**src/rtl/pdm_cmd_pkg.sv**
```systemverilog
package pdm_cmd_pkg;
  localparam int CMD_W = 8;

  localparam logic [CMD_W-1:0] CMD_STOP      = 8'hAC;
  localparam logic [CMD_W-1:0] CMD_GAIN_HI   = 8'hD8;
  localparam logic [CMD_W-1:0] CMD_GAIN_MID  = 8'hD4;
  localparam logic [CMD_W-1:0] CMD_GAIN_LO   = 8'hD2;
  localparam logic [CMD_W-1:0] CMD_RATE_FLIP = 8'hD1;
  localparam logic [CMD_W-1:0] CMD_LOW_EMI   = 8'hE1;
  localparam logic [CMD_W-1:0] CMD_HALF      = 8'hE2;
  localparam logic [CMD_W-1:0] CMD_SPECIAL   = 8'hE4;

  typedef enum logic [1:0] {
    GAIN_5V0 = 2'b00,
    GAIN_3V6 = 2'b01,
    GAIN_2V5 = 2'b10
  } gain_e;

  function automatic logic is_command(input logic [CMD_W-1:0] b);
    return b inside {CMD_STOP, CMD_GAIN_HI, CMD_GAIN_MID, CMD_GAIN_LO,
                     CMD_RATE_FLIP, CMD_LOW_EMI, CMD_HALF, CMD_SPECIAL};
  endfunction
endpackage

```
**src/rtl/pdm_reset_sync.sv**
```systemverilog
module pdm_reset_sync #(
  parameter int STAGES = 2
) (
  input  logic clk,
  input  logic arst_n,
  output logic rst_n_o
);
  logic [STAGES-1:0] chain_q;

  generate
    if (STAGES == 1) begin : g_single
      always_ff @(posedge clk or negedge arst_n) begin
        if (!arst_n) chain_q <= 1'b0;
        else         chain_q <= 1'b1;
      end
    end else begin : g_multi
      always_ff @(posedge clk or negedge arst_n) begin
        if (!arst_n) chain_q <= '0;
        else         chain_q <= {chain_q[STAGES-2:0], 1'b1};
      end
    end
  endgenerate

  assign rst_n_o = chain_q[STAGES-1];
endmodule

```
**src/rtl/pdm_slot_capture.sv**
```systemverilog
module pdm_slot_capture (
  input  logic clk,
  input  logic rst_n,
  input  logic pdm_data,
  input  logic lr_sel,
  output logic bit_o
);
  logic fall_q;

  // falling-edge slot, held for use at the following rising edge
  always_ff @(negedge clk or negedge rst_n) begin
    if (!rst_n) fall_q <= 1'b0;
    else        fall_q <= pdm_data;
  end

  // rising-edge slot is taken straight from the line at the rising edge
  always_comb begin
    bit_o = lr_sel ? fall_q : pdm_data;
  end
endmodule

```
**src/rtl/pdm_pattern_tracker.sv**
```systemverilog
module pdm_pattern_tracker
  import pdm_cmd_pkg::*;
#(
  parameter int REPEAT  = 128,
  parameter int MUTE_AT = 8
) (
  input  logic             clk,
  input  logic             rst_n,
  input  logic             bit_i,
  output logic             apply_o,
  output logic             run_end_o,
  output logic [CMD_W-1:0] code_o,
  output logic             mute_o
);
  localparam int CNT_W  = $clog2(REPEAT + 1);
  localparam int PH_W   = $clog2(CMD_W);
  localparam int HOLD_W = $clog2(CMD_W + 1);

  logic [CMD_W-1:0]  shift_q, shift_d;
  logic              locked_q, locked_d;
  logic [PH_W-1:0]   phase_q, phase_d;
  logic [CNT_W-1:0]  cnt_q, cnt_d;
  logic [CMD_W-1:0]  code_q, code_d;
  logic [HOLD_W-1:0] hold_q, hold_d;
  logic              mute_q, mute_d;
  logic              at_boundary, same, fresh, apply, run_end;

  always_comb begin
    shift_d     = {shift_q[CMD_W-2:0], bit_i};
    at_boundary = locked_q && (phase_q == PH_W'(CMD_W - 1));
    same        = (shift_d == code_q);
    fresh       = is_command(shift_d);

    locked_d = locked_q;
    phase_d  = phase_q;
    cnt_d    = cnt_q;
    code_d   = code_q;
    hold_d   = (hold_q != '0) ? hold_q - 1'b1 : hold_q;
    apply    = 1'b0;
    run_end  = 1'b0;

    if (!locked_q) begin
      // search every bit position until a command byte appears
      if (fresh) begin
        locked_d = 1'b1;
        phase_d  = '0;
        cnt_d    = CNT_W'(1);
        code_d   = shift_d;
      end
    end else if (at_boundary) begin
      phase_d = '0;
      if (same) begin
        if (cnt_q != CNT_W'(REPEAT)) cnt_d = cnt_q + 1'b1;
        apply = (cnt_q == CNT_W'(REPEAT - 1));
      end else begin
        run_end = 1'b1;
        if (cnt_q >= CNT_W'(MUTE_AT)) hold_d = HOLD_W'(CMD_W);
        if (fresh) begin
          code_d = shift_d;
          cnt_d  = CNT_W'(1);
        end else begin
          locked_d = 1'b0;
          cnt_d    = '0;
        end
      end
    end else begin
      phase_d = phase_q + 1'b1;
    end

    mute_d = (cnt_d >= CNT_W'(MUTE_AT)) || (hold_d != '0);
  end

  always_ff @(posedge clk or negedge rst_n) begin
    if (!rst_n) begin
      shift_q  <= '0;
      locked_q <= 1'b0;
      phase_q  <= '0;
      cnt_q    <= '0;
      code_q   <= '0;
      hold_q   <= '0;
      mute_q   <= 1'b0;
    end else begin
      shift_q  <= shift_d;
      locked_q <= locked_d;
      phase_q  <= phase_d;
      cnt_q    <= cnt_d;
      code_q   <= code_d;
      hold_q   <= hold_d;
      mute_q   <= mute_d;
    end
  end

  assign apply_o   = apply;
  assign run_end_o = run_end;
  assign code_o    = code_q;
  assign mute_o    = mute_q;

  // an idle tracker carries no repeat count
  p_idle_count_zero_r8: assert property (@(posedge clk) disable iff (!rst_n)
    !locked_q |-> (cnt_q == '0));

  // a stray non-command byte at a boundary drops the lock and the count
  p_break_clears_r8: assert property (@(posedge clk) disable iff (!rst_n)
    (at_boundary && !same && !fresh) |=> (!locked_q && cnt_q == '0));

  // settings are only written while mute is already up
  p_apply_muted_r7: assert property (@(posedge clk) disable iff (!rst_n)
    apply |-> mute_q);

  // mute only falls when the post-run hold runs out
  p_release_after_hold_r7: assert property (@(posedge clk) disable iff (!rst_n)
    $fell(mute_q) |-> ($past(hold_q) == HOLD_W'(1)));
endmodule

```
**src/rtl/pdm_setting_reg.sv**
```systemverilog
module pdm_setting_reg
  import pdm_cmd_pkg::*;
(
  input  logic             clk,
  input  logic             rst_n,
  input  logic             apply_i,
  input  logic             run_end_i,
  input  logic [CMD_W-1:0] code_i,
  input  logic             strap_gain_i,
  input  logic             strap_rate_i,
  output logic [1:0]       gain_o,
  output logic             rate_o,
  output logic             low_emi_o,
  output logic             half_pulse_o,
  output logic             special_o,
  output logic             stop_o
);
  logic  gain_ovr_q, gain_ovr_d;
  gain_e gain_q, gain_d;
  logic  flip_q, flip_d;
  logic  emi_q, emi_d;
  logic  half_q, half_d;
  logic  spec_q, spec_d;
  logic  stop_q, stop_d;
  gain_e strap_gain_val;

  always_comb begin
    gain_ovr_d = gain_ovr_q;
    gain_d     = gain_q;
    flip_d     = flip_q;
    emi_d      = emi_q;
    half_d     = half_q;
    spec_d     = spec_q;
    stop_d     = stop_q;
    if (apply_i) begin
      case (code_i)
        CMD_GAIN_HI:   begin gain_ovr_d = 1'b1; gain_d = GAIN_5V0; end
        CMD_GAIN_MID:  begin gain_ovr_d = 1'b1; gain_d = GAIN_3V6; end
        CMD_GAIN_LO:   begin gain_ovr_d = 1'b1; gain_d = GAIN_2V5; end
        CMD_RATE_FLIP: flip_d = 1'b1;
        CMD_LOW_EMI:   emi_d  = 1'b1;
        CMD_HALF:      half_d = 1'b1;
        CMD_SPECIAL:   spec_d = 1'b1;
        CMD_STOP:      stop_d = 1'b1;
        default:       ;
      endcase
    end else if (run_end_i) begin
      stop_d = 1'b0;
    end
  end

  always_ff @(posedge clk or negedge rst_n) begin
    if (!rst_n) begin
      gain_ovr_q <= 1'b0;
      gain_q     <= GAIN_5V0;
      flip_q     <= 1'b0;
      emi_q      <= 1'b0;
      half_q     <= 1'b0;
      spec_q     <= 1'b0;
      stop_q     <= 1'b0;
    end else begin
      gain_ovr_q <= gain_ovr_d;
      gain_q     <= gain_d;
      flip_q     <= flip_d;
      emi_q      <= emi_d;
      half_q     <= half_d;
      spec_q     <= spec_d;
      stop_q     <= stop_d;
    end
  end

  always_comb begin
    strap_gain_val = strap_gain_i ? GAIN_3V6 : GAIN_5V0;
    gain_o         = gain_ovr_q ? gain_q : strap_gain_val;
    rate_o         = strap_rate_i ^ flip_q;
    low_emi_o      = emi_q;
    half_pulse_o   = half_q;
    special_o      = spec_q;
    stop_o         = stop_q;
  end

  // once a gain code has taken effect the override persists
  p_override_hold_r2: assert property (@(posedge clk) disable iff (!rst_n)
    gain_ovr_q |=> gain_ovr_q);

  // mode flags are sticky until reset
  p_flags_sticky_r4: assert property (@(posedge clk) disable iff (!rst_n)
    (emi_q || half_q || spec_q) |=> ((emi_q || !$past(emi_q)) &&
                                     (half_q || !$past(half_q)) &&
                                     (spec_q || !$past(spec_q))));

  // the stop flag only rises on a completed stop run
  p_stop_set_r5: assert property (@(posedge clk) disable iff (!rst_n)
    $rose(stop_q) |-> ($past(apply_i) && $past(code_i) == CMD_STOP));

  // the stop flag only falls when the run ends
  p_stop_clear_r5: assert property (@(posedge clk) disable iff (!rst_n)
    $fell(stop_q) |-> $past(run_end_i));
endmodule

```
**src/rtl/pdm_pattern_detector.sv**
```systemverilog
module pdm_pattern_detector
  import pdm_cmd_pkg::*;
#(
  parameter int REPEAT      = 128,
  parameter int MUTE_AT     = 8,
  parameter int SYNC_STAGES = 2
) (
  input  logic       pdm_clk,
  input  logic       rst_n,
  input  logic       pdm_data,
  input  logic       lr_sel,
  input  logic       strap_gain,
  input  logic       strap_rate,
  output logic [1:0] gain_sel,
  output logic       rate_sel,
  output logic       low_emi,
  output logic       half_pulse,
  output logic       special_rate,
  output logic       mute,
  output logic       stop_flag
);
  logic             rst_sync_n;
  logic             slot_bit;
  logic             apply;
  logic             run_end;
  logic [CMD_W-1:0] run_code;

  pdm_reset_sync #(.STAGES(SYNC_STAGES)) u_rst (
    .clk     (pdm_clk),
    .arst_n  (rst_n),
    .rst_n_o (rst_sync_n)
  );

  pdm_slot_capture u_slot (
    .clk      (pdm_clk),
    .rst_n    (rst_sync_n),
    .pdm_data (pdm_data),
    .lr_sel   (lr_sel),
    .bit_o    (slot_bit)
  );

  pdm_pattern_tracker #(.REPEAT(REPEAT), .MUTE_AT(MUTE_AT)) u_track (
    .clk       (pdm_clk),
    .rst_n     (rst_sync_n),
    .bit_i     (slot_bit),
    .apply_o   (apply),
    .run_end_o (run_end),
    .code_o    (run_code),
    .mute_o    (mute)
  );

  pdm_setting_reg u_cfg (
    .clk          (pdm_clk),
    .rst_n        (rst_sync_n),
    .apply_i      (apply),
    .run_end_i    (run_end),
    .code_i       (run_code),
    .strap_gain_i (strap_gain),
    .strap_rate_i (strap_rate),
    .gain_o       (gain_sel),
    .rate_o       (rate_sel),
    .low_emi_o    (low_emi),
    .half_pulse_o (half_pulse),
    .special_o    (special_rate),
    .stop_o       (stop_flag)
  );

  // a completed run never coincides with a boundary that ends it
  p_apply_exclusive_r1: assert property (@(posedge pdm_clk) disable iff (!rst_sync_n)
    !(apply && run_end));
endmodule

```
**config.mk**
```make
export PLATFORM = sky130hd
export DESIGN_NAME = pdm_pattern_detector
export DESIGN_NICKNAME = d
export VERILOG_FILES = /design/src/rtl/pdm_cmd_pkg.sv /design/src/rtl/pdm_reset_sync.sv /design/src/rtl/pdm_slot_capture.sv /design/src/rtl/pdm_pattern_tracker.sv /design/src/rtl/pdm_setting_reg.sv /design/src/rtl/pdm_pattern_detector.sv
export SDC_FILE = /design/constraint.sdc
export NUM_CORES = 1
export LEC_CHECK = 0
export CAP_MARGIN = 5
export CORE_MARGIN = 2
export CORE_UTILIZATION = 60
export CTS_CLUSTER_DIAMETER = 50
export DETAILED_ROUTE_END_ITERATION = 10
export DONT_BUFFER_PORTS = 1
export PLACE_DENSITY = 0.86
export SLEW_MARGIN = 10
export SYNTH_ARGS = -nofsm -noshare
export SYNTH_HDL_FRONTEND = slang
export SYNTH_SLANG_ARGS = --single-unit
```
**constraint.sdc**
```tcl
create_clock -name pdm_clk -period 2 [get_ports pdm_clk]
set_clock_uncertainty 0.15 [all_clocks]
set_input_delay 0 -clock pdm_clk [delete_from_list [all_inputs] [get_ports pdm_clk]]
set_output_delay 0 -clock pdm_clk [all_outputs]
set_load 0.01 [all_outputs]
```
**After elaboration in Yosys (flattened, before gate mapping)**

Cells that the tools add are included.

- Flip-flop bits (word level): 43
- Bits of input ports: 6
- Output and inout bits: 8
- Logic and storage cells: 97

- $add $sub $neg: 3
- $lt $le $gt $ge: 2
- Eq/ne operators: 23
- Multiplexer cells: 35
- Bitwise operators: 1
- Reduce and logical (&&, ||, !) cells: 17

Operators by type and width:

| kind | number |
|---|---|
| equality test 8 bit (second input constant) | 16 |
| 2-to-1 mux 8 bit | 9 |
| 2-to-1 mux 4 bit | 5 |
| greater-or-equal comparator 8 x 4 -> 1 bit (second input constant) | 2 |
| 2-to-1 mux 1 bit | 16 |
| AND reduction 2 bit | 8 |
| 2-to-1 mux 3 bit | 3 |
| adder 8 x 1 -> 8 bit (second input constant) | 1 |
| equality test 8 x 7 -> 1 bit (second input constant) | 1 |
| equality test 8 bit | 1 |
| != test 8 bit (second input constant) | 1 |
| nonzero test 4 bit | 2 |
| nonzero test 8 bit | 1 |
| one-hot mux 2 bit (3 select lines) | 1 |
| != test 2 bit (second input constant) | 2 |
| nonzero test 2 bit | 2 |
| subtractor 4 x 1 -> 4 bit (second input constant) | 1 |
| adder 3 x 1 -> 3 bit (second input constant) | 1 |
| equality test 3 bit (second input constant) | 1 |
| nonzero test 3 bit | 1 |
| OR reduction 3 bit | 1 |
| 2-to-1 mux 2 bit | 1 |
| != test 2 x 1 -> 1 bit (second input constant) | 1 |
| logical AND 1 bit | 1 |
| other kinds (2) | 2 |

**Longest topological paths before layout**

Gate-level depths: netlist of run 1.

- Word-level depth: 9
- Gate-level depth with buffers: 9

**Hierarchy**

From an unflattened synthesis of run 1, not the netlist that was laid out.

- Cells, all modules: 210
- Area, all modules: 2214.6 µm²

Modules (own cells, without submodules):

| module | instances | cells each | area each (µm²) | seq. area each (µm²) |
|---|---|---|---|---|
| pdm_pattern_tracker | 1 | 162 | 1660.3 | 800.8 |
| pdm_setting_reg | 1 | 43 | 460.4 | 200.2 |
| pdm_reset_sync | 1 | 3 | 53.8 | 50.0 |
| pdm_slot_capture | 1 | 2 | 40.0 | 25.0 |

==> flow_summary_export.csv, run 1 <==
group,metric,value,unit
timing,hold_violations,1,
power,pwr-share-comb,38.4,%
power,p_int,1945,uW
timing,max_slew_margin,42.44,%
floorplanning,die_y,65.05,um
power,p_clk_share,24.1,%
routing,first_iter_violations,351,
worst_setup_path,crit_path_top_delay_cell,"or4_1",
floorplanning,core_area,3633,um^2
synthesis,synth_edf_count,0,
routing,wire_per_inst,22.99,um
clock_network,cts_tree,"built",
routing,postRouteAntennaNets,0,
clock_network,clk_latency,0.31,ns
finish,n_antenna_cell,0,
finish,final_common_cell,"buf_4",
place,place_ws,-1.294,ns
finish,final_cell_mix,"buf_4, dfrtp_1, nand2_1",
routing,drc,0,
floorplanning,ioPinCount,14,
min_path,hold_class,"primary input to register",
worst_setup_path,cp_num_buf_inv,1,
worst_setup_path,arrival,3.48,ns
synthesis,ys_warn_count,0,
global_routing,grt_usage,33.54,%
finish,drive_gt1_share,38.65,%
routing,dr.pass1.iters,5,
timing,tightest_slew,0.8563,ns
synthesis,syn_nets,227,
synthesis,yosys_most_used_dff,"dfrtp_1",
power,power_density,962.9,nW/um^2
worst_setup_path,worstPathCellList,"mux2i_4, inv_2, xnor2_4, o41ai_4, o22ai_1, a21o_1, or4_1",
global_routing,overflow,0,
timing,drv_slew,0,
timing,rsz0062_at_grt,"true",
synthesis,synth.ff_latch_count,43,
synthesis,async_reset_ff_share,100.0,%
clock_network,cts_buffers,5,
synthesis,synth_cells,216,
place,hpwlAfterDp,3758,um
synthesis,ys_types,55,
finish,final_nets,292,
place,gp_congestion,0.9284,
timing,whs,-0.1220,ns
status,violations,"hold timing, setup timing",
timing,worst_slack,-1.456,ns
power,p_sw_share,34.92,%
worst_setup_path,required,2.02,ns
floorplanning,die_w,65.05,um
place,numPortBuffers,0,
worst_setup_path,slowest_delay,0.56,ns
timing,setup_viol,34,
worst_setup_path,crit_type,"register to register",
worst_setup_path,critPathCaptureType,"register",
clock_network,clkSinkCount,43,
clock_network,cts_hold_buf,3,
global_routing,grt_pass1_vias,2155,
flow_run,maxCapViolations,0,
routing,vias,2162,
floorplanning,rows,22,
clock_network,clkTransAtPathRegs,0.09,ns
synthesis,syn_area_per_cell,10.35,um^2
clock_network,cts_root_buf,"clkbuf_8",
worst_setup_path,cp_max_fo,3,
global_routing,grt_pass1_wl,10540,um
worst_setup_path,start_kind,"register",
timing,finalSetupTns,-37.73,ns
clock_network,cts.path.max_buffers,2,
floorplanning,die-area,4231,um^2
routing,wirelength,7588,um
power,leakage,0.001506,uW
clock_network,htreeDepth,2,
finish,area_growth,38.78,%
global_routing,grt_max_degree,41,
power,p_switching,1043,uW
synthesis,synth_area,2236,um^2
power,peakVddDrop,717.4,uV
status,status,"finished, violations left",
routing,via_per_inst,6.552,
power,power_frac_seq,37.5,%
synthesis,ys_seq_area_share,48.13,%
floorplanning,initial_core_util,61.54,%
global_routing,antenna_found_initial,0,
worst_setup_path,cp_top_family,"compound AO/OA/AOI/OAI gates",
-- cells in the mapped netlist (3+ instances only) --
cell | count | share of area, %
ha_1 | 5 | 2.8
mux2_1 | 5 | 2.5
a21oi_1 | 6 | 1.3
nor2_1 | 13 | 2.2
or3_1 | 4 | 1.1
mux2i_1 | 3 | 1.3
a21o_1 | 5 | 1.7
nand2_1 | 15 | 2.5
nor4_1 | 3 | 0.84
xnor2_1 | 4 | 1.6
nand3b_1 | 7 | 2.4
clkbuf_1 | 5 | 0.84
nand3_1 | 6 | 1.3
nand2b_1 | 6 | 1.7
dfrtp_1 | 42 | 47
o22ai_1 | 3 | 0.84
o21ai_1 | 5 | 1.1
inv_1 | 11 | 1.8
nand4b_1 | 3 | 1.2
nor3_1 | 7 | 1.6
o31ai_1 | 4 | 1.3
o21ai_0 | 7 | 1.6
xor2_1 | 9 | 3.5
-- tightest hold or removal path, stage by stage --
cell and delay [ns]:
mux2i_4 0.07, inv_2 0.11, buf_4 0.12
-- sequential cells by signal (all words and copies together), names as in the netlist --
signal	flops
u_slot.fall_q	1
u_track.hold_q	4
u_track.locked_q	1
u_cfg.flip_q	1
u_cfg.gain_q	2
u_cfg.half_pulse_o	1
u_track.phase_q	3
u_cfg.low_emi_o	1
u_cfg.stop_o	1
u_track.code_o	8
u_cfg.gain_ovr_q	1
u_track.mute_o	1
u_rst.chain_q	2
u_cfg.special_o	1
u_track.shift_q	7
u_track.cnt_q	8
-- power by group through the flow --
stage	Combinational, uW	Clock [uW]	Sequential, uW
finish	1150	719	1120
global route	1240	749	1130
CTS	975	709	1110
detailed placement	855	0	1120
global placement	823	0	1110
floorplan	505	0	1120
-- worst paths after layout --
kind | start | endpoint | slack [ns] | cells after the start
hold / removal | pdm_data | u_track.shift_q[0] | -0.12 | 3
setup / recovery | u_slot.fall_q | u_track.mute_o | -1.46 | 7
max in group asynchronous | u_rst.chain_q[1] | u_slot.fall_q | 0.80 | 0
setup reg to reg | u_slot.fall_q | u_track.mute_o | -1.46 | 7
min in group asynchronous | u_rst.chain_q[1] | u_track.cnt_q[0] | 0.20 | 1
hold reg to reg | u_rst.chain_q[1] | u_track.cnt_q[0] | 0.20 | 1
-- layer usage --
layer	part of all wire (%)	GRT usage [%]	vias up
met5	0	0	-
met4	6.9	18.23	0
met3	6.5	6.076	59
met2	50	57.09	133
met1	37	40.25	1048
li1	-	-	922
-- final cells by class --
type | count | area (um^2)
multi-input cells | 154 | 1277
flip-flops and latches | 43 | 1077
fillers | 171 | 530.5
repair buffers | 65 | 525.5
clock buffers | 6 | 82.58
well taps | 48 | 60.06
inverters | 12 | 45.04
clock inverters | 2 | 35.03
-- cells by family after synthesis --
family | count (synthesis) | share of synthesized area [%]
adder cells (fa/ha/maj) | 5 | 2.798
XOR/XNOR | 13 | 5.092
other | 1 | 0.1677
multiplexers | 9 | 4.365
AND/OR/NAND/NOR | 76 | 19.36
flip-flops | 43 | 48.13
AO/OA/AOI/OAI | 50 | 16.51
buffers and inverters | 19 | 3.581
-- per-stage QoR --
step	util, %	total power [uW]	area (um^2)	hold slack (ns)	cells
after floorplan	-	1628	2276	-0.4456	216
after global placement	73.79	1937	2681	-0.4455	306
after detailed placement	73.79	1979	2681	-0.4455	306
after CTS	81.89	2791	2975	-0.2563	322
after global routing	85.40	3126	3103	-0.1119	330
final	85.40	2988	3103	-0.1220	330
-- timing repair --
action	CTS	global route
buffers inserted	6	9
resized for setup	20	17
pin swaps	9	6
hold endpoints to repair	4	1
setup endpoints to repair	33	33
(Power assumes the default switching activity.)
==> run 2, diff against run 1 <==
--- a/config.mk
+++ b/config.mk
@@ -6,6 +6,7 @@
 export NUM_CORES = 1
 export LEC_CHECK = 0
 export CAP_MARGIN = 5
+export CORE_ASPECT_RATIO = 0.5
 export CORE_MARGIN = 2
 export CORE_UTILIZATION = 60
 export CTS_CLUSTER_DIAMETER = 50
==> flow_summary_export.csv, run 2 (synthesis gave the netlist of run 1 again) <==
group,metric,value,unit
global_routing,grt_pass1_wl,12140,um
place,numPortBuffers,0,
global_routing,grt_max_degree,41,
worst_setup_path,cp_max_fo,3,
global_routing,grt_usage,39.00,%
clock_network,cts.path.max_buffers,2,
floorplanning,core_area,3510,um^2
clock_network,clkTransAtPathRegs,0.10,ns
power,p_clk_share,20.7,%
worst_setup_path,r2r_slack,-1.47,ns
power,p_sw_share,40.75,%
routing,vias,2369,
clock_network,cts_tree,"built",
floorplanning,rows,15,
global_routing,met2_usage,64.66,%
finish,fillerInstances,118,
status,status,"finished, violations left",
finish,n_antenna_cell,0,
status,violations,"hold timing, setup timing",
worst_setup_path,arrival,3.51,ns
place,gp_congestion,0.9303,
worst_setup_path,rr_worst_depth,7,
routing,wirelength,8947,um
global_routing,grt_pass1_vias,2300,
timing,setup_viol,34,
clock_network,clkSinkCount,43,
power,pwr-share-comb,40.6,%
clock_network,cts_buffers,5,
flow_run,maxCapViolations,0,
timing,drv_slew,0,
min_path,hold_class,"primary input to register",
worst_setup_path,start_kind,"register",
global_routing,grt_util_met3,13.00,%
finish,fin_util,88.84,%
power,peakVddDrop,639.9,uV
global_routing,antenna_found_initial,0,
global_routing,grt.busiest_layer,"met2",
floorplanning,ioPinCount,14,
floorplanning,initial_core_util,63.71,%
power,leakage,0.001465,uW
power,p_int,1759,uW
routing,postRouteAntennaNets,0,
finish,area_growth,39.45,%
min_path,min_to,"u_track.shift_q[0]",
min_path,holdPathStages,3,
clock_network,cts_root_buf,"clkbuf_8",
finish,final_cell_mix,"buf_4, dfrtp_1, nand2_1",
finish,drive_gt1_share,40.79,%
routing,dr.pass1.iters,5,
routing,wire_per_inst,27.28,um
worst_setup_path,required,2.04,ns
place,place_ws,-1.261,ns
clock_network,clk_latency,0.32,ns
worst_setup_path,r2r_start,"u_slot.fall_q",
place,hpwlAfterDp,4181,um
timing,whs,-0.1005,ns
floorplanning,die-area,4260,um^2
finish,final_nets,287,
clock_network,htreeDepth,2,
worst_setup_path,crit_type,"register to register",
routing,via_per_inst,7.223,
routing,first_iter_violations,294,
floorplanning,die_w,90.33,um
worst_setup_path,critPathCaptureType,"register",
routing,drc,0,
floorplanning,die_y,47.17,um
timing,hold_violations,1,
timing,worst_slack,-1.470,ns
power,p_switching,1210,uW
global_routing,use_met1,45.16,%
timing,tightest_slew,0.8415,ns
timing,rsz0062_at_grt,"true",
timing,max_slew_margin,43.47,%
power,power_frac_seq,38.7,%
worst_setup_path,r2r_end,"u_track.mute_o",
min_path,worstHoldStart,"pdm_data",
clock_network,cts_hold_buf,3,
global_routing,overflow,0,
finish,final_common_cell,"buf_4",
power,power_density,952.0,nW/um^2
run 2: cell types whose count changed in the layout (fill, tap and decap cells not counted), moves of 2 or more:
cell / change
buf_4: -6
clkinvlp_4: +2
mux2_1: +2
mux2_4: -2
nor2_1: -2
nor2_4: +2
o21ai_1: -3
o21ai_2: +4
o31ai_1: -2
run 2: worst max-delay path by stage:
| stage | start | to | slack [ns] | depth (start not counted) |
|---|---|---|---|---|
| final | u_slot.fall_q | u_track.mute_o | -1.47 | 7 |
| after global routing | u_slot.fall_q | u_track.mute_o | -1.49 | 7 |
| after floorplan | u_slot.fall_q | u_track.mute_o | -1.15 | 7 |
| after detailed placement | u_slot.fall_q | u_track.mute_o | -1.26 | 7 |
| after CTS | u_slot.fall_q | u_track.mute_o | -1.22 | 7 |
| after global placement | u_slot.fall_q | u_track.mute_o | -1.19 | 7 |
run 2: what timing repair did:
action	in CTS	in global routing
resized for setup	26	27
pin swaps	9	4
endpoints found under the hold margin	4	1
buffers inserted	7	0
setup endpoints to repair	33	34
run 2: through the flow:
stage / total power, uW / setup TNS, ns / cell area [um^2] / hold slack, ns / instances
finish: 2968 / -35.77 / 3118 / -0.1005 / 328
global route: 3051 / -37.41 / 3118 / -0.09169 / 328
CTS: 2648 / -29.61 / 2992 / -0.1627 / 328
detailed placement: 1988 / -29.10 / 2693 / -0.4455 / 310
global placement: 1913 / -26.98 / 2693 / -0.4455 / 310
floorplan: 1628 / -23.47 / 2276 / -0.4456 / 216
run 2: final cells by class:
type	count	area [um^2]	share of cell area [%]
sequential	43	1077	34.55
tap	51	63.81	2.047
clock inverter	3	23.77	0.7624
clock buffer	5	68.82	2.207
timing repair buffer	60	500.5	16.05
inverter	12	45.04	1.445
multi-input combinational	154	1339	42.94
run 2: critical path, stage by stage (launching register included):
cell     delay (ns)
dfrtn_1        0.39
mux2i_4        0.20
inv_2          0.12
xnor2_4        0.17
o41ai_4        0.39
o22ai_1        0.19
a21o_1         0.19
or4_1          0.54
run 2: power by group through the flow:
stage / clock [uW] / sequential, uW / combinational [uW]
floorplan: 0 / 1120 / 505
global placement: 0 / 1110 / 799
detailed placement: 0 / 1130 / 859
CTS: 588 / 1110 / 946
global route: 644 / 1150 / 1260
finish: 614 / 1150 / 1210
run 2: routing by layer:
layer  part of all wire [%]  wire [um]
met4                    8.1        729
met5                      0          0
met3                     13       1148
met1                     36       3219
met2                     43       3849
